==> src/rtl/tmr16_pkg.sv <==
package tmr16_pkg;

    // Control byte, bit7 down to bit0
    typedef struct packed {
        logic ovf;      // bit7 overflow flag
        logic ev;       // bit6 trigger-event flag
        logic rxclk;    // bit5 receive clock select
        logic txclk;    // bit4 transmit clock select
        logic trig_en;  // bit3 trigger enable
        logic run;      // bit2 run control
        logic ext_cnt;  // bit1 count pin as source
        logic capture;  // bit0 capture (1) / reload (0)
    } tmr_ctrl_t;

    typedef enum logic [1:0] {
        ACT_HOLD,
        ACT_STEP,
        ACT_WRAP,
        ACT_LOAD
    } cnt_act_e;

    // Counter action for this cycle; a trigger reload wins over stepping.
    function automatic cnt_act_e pick_act(input logic capture, input logic step,
                                          input logic at_max, input logic trig_reload);
        if (trig_reload)
            return ACT_LOAD;
        if (step && at_max)
            return capture ? ACT_WRAP : ACT_LOAD;
        if (step)
            return ACT_STEP;
        return ACT_HOLD;
    endfunction

endpackage

==> src/rtl/tmr16_edge.sv <==
module tmr16_edge #(
    parameter int STAGES = 2
) (
    input  logic clk,
    input  logic rst,
    input  logic pin,
    output logic fall
);
    logic [STAGES-1:0] sync_q;
    logic              prev_q;

    // Idle level is high so reset creates no false edge.
    always_ff @(posedge clk) begin
        if (rst) begin
            sync_q <= '1;
            prev_q <= 1'b1;
        end else begin
            sync_q <= {sync_q[STAGES-2:0], pin};
            prev_q <= sync_q[STAGES-1];
        end
    end

    assign fall = prev_q & ~sync_q[STAGES-1];
endmodule

==> src/rtl/tmr16_core.sv <==
module tmr16_core
    import tmr16_pkg::*;
#(
    parameter  int CNT_W = 16,
    localparam int NB    = CNT_W / 8
) (
    input  logic             clk,
    input  logic             rst,
    input  tmr_ctrl_t        ctrl,
    input  logic             tick_en,
    input  logic             cnt_fall,
    input  logic             trig_fall,
    input  logic [NB-1:0]    cnt_wr_en,
    input  logic [NB-1:0]    rld_wr_en,
    input  logic [7:0]       wdata,
    output logic [CNT_W-1:0] cnt_q,
    output logic [CNT_W-1:0] rld_q,
    output logic             ovf_set,
    output logic             ev_set
);
    logic             step;
    logic             trig_hit;
    logic             at_max;
    cnt_act_e         act;
    logic [CNT_W-1:0] cnt_nxt;
    logic [CNT_W-1:0] rld_nxt;

    always_comb begin
        step     = ctrl.run && (ctrl.ext_cnt ? cnt_fall : tick_en);
        trig_hit = ctrl.trig_en && trig_fall;
        at_max   = &cnt_q;
        act      = pick_act(ctrl.capture, step, at_max, trig_hit && !ctrl.capture);

        unique case (act)
            ACT_STEP: cnt_nxt = cnt_q + CNT_W'(1);
            ACT_WRAP: cnt_nxt = '0;
            ACT_LOAD: cnt_nxt = rld_q;
            default:  cnt_nxt = cnt_q;
        endcase

        rld_nxt = rld_q;
        if (trig_hit && ctrl.capture)
            rld_nxt = cnt_q;

        // Bus writes take priority over hardware updates.
        for (int b = 0; b < NB; b++) begin
            if (cnt_wr_en[b]) cnt_nxt[b*8 +: 8] = wdata;
            if (rld_wr_en[b]) rld_nxt[b*8 +: 8] = wdata;
        end

        ovf_set = step && at_max;
        ev_set  = trig_hit;
    end

    always_ff @(posedge clk) begin
        if (rst) begin
            cnt_q <= '0;
            rld_q <= '0;
        end else begin
            cnt_q <= cnt_nxt;
            rld_q <= rld_nxt;
        end
    end
endmodule

==> src/rtl/tmr16_cr.sv <==
module tmr16_cr
    import tmr16_pkg::*;
#(
    parameter  int CNT_W       = 16,
    parameter  int SYNC_STAGES = 2,
    localparam int NB          = CNT_W / 8,
    localparam int ADDR_W      = $clog2(2 * NB + 1)
) (
    input  logic              clk,
    input  logic              rst,
    input  logic              tick_en,
    input  logic              cnt_pin,
    input  logic              trig_pin,
    input  logic              bus_we,
    input  logic [ADDR_W-1:0] bus_addr,
    input  logic [7:0]        bus_wdata,
    output logic [7:0]        bus_rdata,
    output logic              irq,
    output logic              rxclk_sel,
    output logic              txclk_sel
);
    localparam int NPINS = 2;   // index 0 count pin, index 1 trigger pin

    tmr_ctrl_t        ctrl_q;
    tmr_ctrl_t        ctrl_nxt;
    logic             ctrl_wr;
    logic [NB-1:0]    cnt_wr_en;
    logic [NB-1:0]    rld_wr_en;
    logic [CNT_W-1:0] cnt_q;
    logic [CNT_W-1:0] rld_q;
    logic             ovf_set;
    logic             ev_set;
    logic [NPINS-1:0] pins;
    logic [NPINS-1:0] falls;
    logic             cnt_fall;
    logic             trig_fall;

    assign pins = {trig_pin, cnt_pin};

    for (genvar g = 0; g < NPINS; g++) begin : g_pin
        tmr16_edge #(.STAGES(SYNC_STAGES)) u_edge (
            .clk  (clk),
            .rst  (rst),
            .pin  (pins[g]),
            .fall (falls[g])
        );
    end

    assign cnt_fall  = falls[0];
    assign trig_fall = falls[1];

    // Write decode
    always_comb begin
        ctrl_wr   = bus_we && (bus_addr == '0);
        cnt_wr_en = '0;
        rld_wr_en = '0;
        for (int b = 0; b < NB; b++) begin
            cnt_wr_en[b] = bus_we && (bus_addr == ADDR_W'(1 + b));
            rld_wr_en[b] = bus_we && (bus_addr == ADDR_W'(1 + NB + b));
        end
    end

    tmr16_core #(.CNT_W(CNT_W)) u_core (
        .clk       (clk),
        .rst       (rst),
        .ctrl      (ctrl_q),
        .tick_en   (tick_en),
        .cnt_fall  (cnt_fall),
        .trig_fall (trig_fall),
        .cnt_wr_en (cnt_wr_en),
        .rld_wr_en (rld_wr_en),
        .wdata     (bus_wdata),
        .cnt_q     (cnt_q),
        .rld_q     (rld_q),
        .ovf_set   (ovf_set),
        .ev_set    (ev_set)
    );

    // Control byte; a hardware flag set wins over a same-cycle write.
    always_comb begin
        ctrl_nxt = ctrl_q;
        if (ctrl_wr)
            ctrl_nxt = tmr_ctrl_t'(bus_wdata);
        if (ovf_set)
            ctrl_nxt.ovf = 1'b1;
        if (ev_set)
            ctrl_nxt.ev = 1'b1;
    end

    always_ff @(posedge clk) begin
        if (rst)
            ctrl_q <= '0;
        else
            ctrl_q <= ctrl_nxt;
    end

    // Read mux
    always_comb begin
        bus_rdata = '0;
        if (bus_addr == '0)
            bus_rdata = ctrl_q;
        for (int b = 0; b < NB; b++) begin
            if (bus_addr == ADDR_W'(1 + b))
                bus_rdata = cnt_q[b*8 +: 8];
            if (bus_addr == ADDR_W'(1 + NB + b))
                bus_rdata = rld_q[b*8 +: 8];
        end
    end

    assign irq       = ctrl_q.ovf | ctrl_q.ev;
    assign rxclk_sel = ctrl_q.rxclk;
    assign txclk_sel = ctrl_q.txclk;
endmodule

==> config.mk <==
export PLATFORM = sky130hd
export DESIGN_NAME = tmr16_cr
export DESIGN_NICKNAME = d
export VERILOG_FILES = /design/src/rtl/tmr16_pkg.sv /design/src/rtl/tmr16_edge.sv /design/src/rtl/tmr16_core.sv /design/src/rtl/tmr16_cr.sv
export SDC_FILE = /design/constraint.sdc
export NUM_CORES = 1
export LEC_CHECK = 0
export ABC_AREA = 0
export BUFFER_PORTS_ARGS = -buffer_cell sky130_fd_sc_hd__buf_2
export CAP_MARGIN = 20
export CELL_PAD_IN_SITES_DETAIL_PLACEMENT = 0
export CELL_PAD_IN_SITES_GLOBAL_PLACEMENT = 2
export CORE_MARGIN = 5
export CORE_UTILIZATION = 36
export DETAILED_ROUTE_END_ITERATION = 8
export PLACE_DENSITY = 0.83
export REMOVE_ABC_BUFFERS = 1
export SYNTH_ARGS = -nofsm -noshare
export SYNTH_HDL_FRONTEND = slang
export SYNTH_SLANG_ARGS = --single-unit
export TNS_END_PERCENT = 50
==> constraint.sdc <==
create_clock -name clk -period 2.61 [get_ports clk]
set_input_delay 0.522 -clock clk [delete_from_list [all_inputs] [get_ports clk]]
set_output_delay 0.522 -clock clk [all_outputs]
set_load 0.005 [all_outputs]
==> metrics <==
Die Ht=~97 µm; Worst VDD drop=between 0.0002 and 0.00025 V; cell mode on critical path=buf_2; Post-Synth XOR/XNOR Area=3.24%; routing usage on met2=between 20% and 30%; Post-synth EDFFs=0; post-synthesis adder-cell area fraction=less than 1%; CP delay by family, top=multiplexers; Seq cells post-synth=46; Nets=369; worst slew pin tran=approximately 0.61 ns; WP data arrival=~1.9 ns; Routed Antenna Nets=0; Max Cap Viol=0; initial antenna violation count=0; Clock Skew=roughly 0.006 ns; Placed Instances=443; fmax=about 420 MHz; CTS Buffer Depth=2; placed inst area=a little over 0.003 mm²; number of global-route vias before repair=approximately 2.5k; DR pass1 iterations=5; io pins=28; final worst setup slack=0.243 ns; grt peak-use layer=met2; Synth cell types=50; Hold Fails Final Rpt=0; post-CTS sizing=0; global placement routability congestion=0.884; ant diodes=0; TritonCTS clock tree=done; post-synth top area share=between 30% and 40%; sequential-to-total area share from yosys stat=34.1%; worst path required time=2.09 ns; # hold bufs at CTS=0; DR WL/cell=approximately 19 µm; Starting Density=about 37%; Synth Area in Compound Gates=20.6%; routed vias=between 2k and 3k; initial drt markers=about 270; FP Rows=31; TritonCTS Buffers=5; Total Wirelength=roughly 8.6 mm; largest family of logic cells by synthesized area=simple AND/OR/NAND/NOR gates; Final Hold Slack=0.402 ns; non-filler cells, final=approximately 450; Commonest cells post-synth=dfxtp_1 (46), nor2_1 (35), nand2_1 (24), mux2i_1 (19), a211oi_1 (18); status=finished, final reports clean; share of cells above drive strength 1=between 20% and 30%; clock sinks=46; DP HPWL=a little over 6 mm; top post-synthesis cells by area=dfxtp_1 (34%), mux2i_1 (7.0%), mux4_2 (5.8%), a211oi_1 (5.0%), nor2_1 (4.9%); Yosys Warn Count=0; post-layout minimum cycle time=2.37 ns; Avg Vias per Cell=5.66; crit path cell chain=buf_2 > mux4_1 > inv_1 > o21ai_0 > buf_2; final core occ=43.5%; postcts setup bufs=0; Power Total=1.43 mW; Multi-input gate area=0.00166 mm²; multiplexer area fraction after synthesis=between 10 and 15%; cell with the most instances after synthesis=dfxtp_1; FILL cells=between 700 and 800; die width=about 97 µm; P&R area growth vs syn=17.4%; die area=0.00934 mm²; H-tree depth=2; startpoint type of the worst setup path=primary input; pre-CTS setup slack=0.260 ns; max incr delay on CP=around 0.65 ns; setup violators final=0; Core Area=0.00729 mm²; Buffers on Ports=27; Mapped Cells=about 310; total gr overflow=0; Setup TNS=0 ns; Synth Flop Type=dfxtp_1; CTS clk-pin slew, worst paths=0.09 ns; GRT Overall Usage=18.1%; largest net degree at the start of global routing=between 40 and 50; power per cell area=451 mW/mm²; critical path endpoint category=output pin; P_leak=around 1.3 nW; fin area=0.00317 mm²; FF+latch area=921 µm²; Post-Synth Simple-Gate Area=23.0%; met3 GRT Util=2.88%; max_slew headroom=between 50% and 60%; CP max stage cell=mux4_1; # DRC=0; fraction of registers with async set/reset=0%; CP max FO=15; first-pass GRT wire length=between 10 and 15 mm; syn avg cell area=between 8 and 9 µm²; worst setup path class=primary input to output pin; Cell Area, Synth=between 0.002 and 0.003 mm²; Final Max Slew Viols=0; final period utilization=around 91%; met1 GRT Util=between 20% and 30%; worst min-delay path class=primary input to register; Root Driver=clkbuf_8; crit path buf inv count=3; worst skew pair latency=between 0.2 and 0.3 ns; cell accounting for the most synthesized area=dfxtp_1; unrepaired setup endpoints after global routing=false
## cell usage in the layout (no fill, tap or decap), types with 12 or more instances in the layout
master	Yosys	final
a211oi_1	18	18
buf_2	7	27
buf_4	1	24
dfxtp_1	46	46
inv_1	12	12
mux2i_1	19	19
nand2_1	24	24
nand3_1	15	15
nor2_1	35	35
nor3_1	12	12
o21ai_0	12	12
## cells by family (layout without fill, tap and decap cells)
| logic type | count (synthesis) | count (layout) |
|---|---|---|
| xor+xnor | 10 | 10 |
| flops | 46 | 46 |
| simple gates | 118 | 118 |
| buf+inv | 31 | 71 |
| compound gates | 79 | 79 |
| fa+ha+maj | 1 | 1 |
| mux | 27 | 27 |
## state kept, by name, summed over array words and instances, names as in the netlist
signal and flops:
ctrl_q 6, g_pin.u_edge.sync_q 4, g_pin.u_edge.prev_q 2, rxclk_sel 1
txclk_sel 1, u_core.cnt_q 16, u_core.rld_q 16
## power breakdown
group          switching (mW)  leakage [nW]  total [mW]  internal [mW]
clock                   0.251        0.0575       0.519          0.268
sequential             0.0203         0.374       0.745          0.725
combinational          0.0957         0.830       0.166         0.0706
## area by class of cell
type / count / area share (%)
inverters: 12 / 1.42
flip-flops and latches: 46 / 29.0
well taps: 99 / 3.90
repair buffers: 51 / 9.93
clock buffers: 8 / 3.47
multi-input cells: 235 / 52.3
## path summary, 6_finish.rpt
kind,slack (ns),end,startpoint,cells past startpoint
max reg2reg,0.54,u_core.cnt_q[0],u_core.cnt_q[0],7
min,0.40,g_pin[1].u_edge.sync_q[0],trig_pin,2
min reg2reg,0.42,g_pin[1].u_edge.sync_q[1],g_pin[1].u_edge.sync_q[0],1
max,0.24,bus_rdata[2],bus_addr[0],5
## metal layers
metal | wire, µm | vias up | share of wire (%)
li1 | - | 1253 | -
met1 | 3960 | 1222 | 46
met2 | 4130 | 74 | 48
met3 | 422 | 4 | 4.9
met4 | 42 | 0 | 0.49
met5 | 0 | - | 0
No activity file was read; power rests on OpenSTA's default activity.
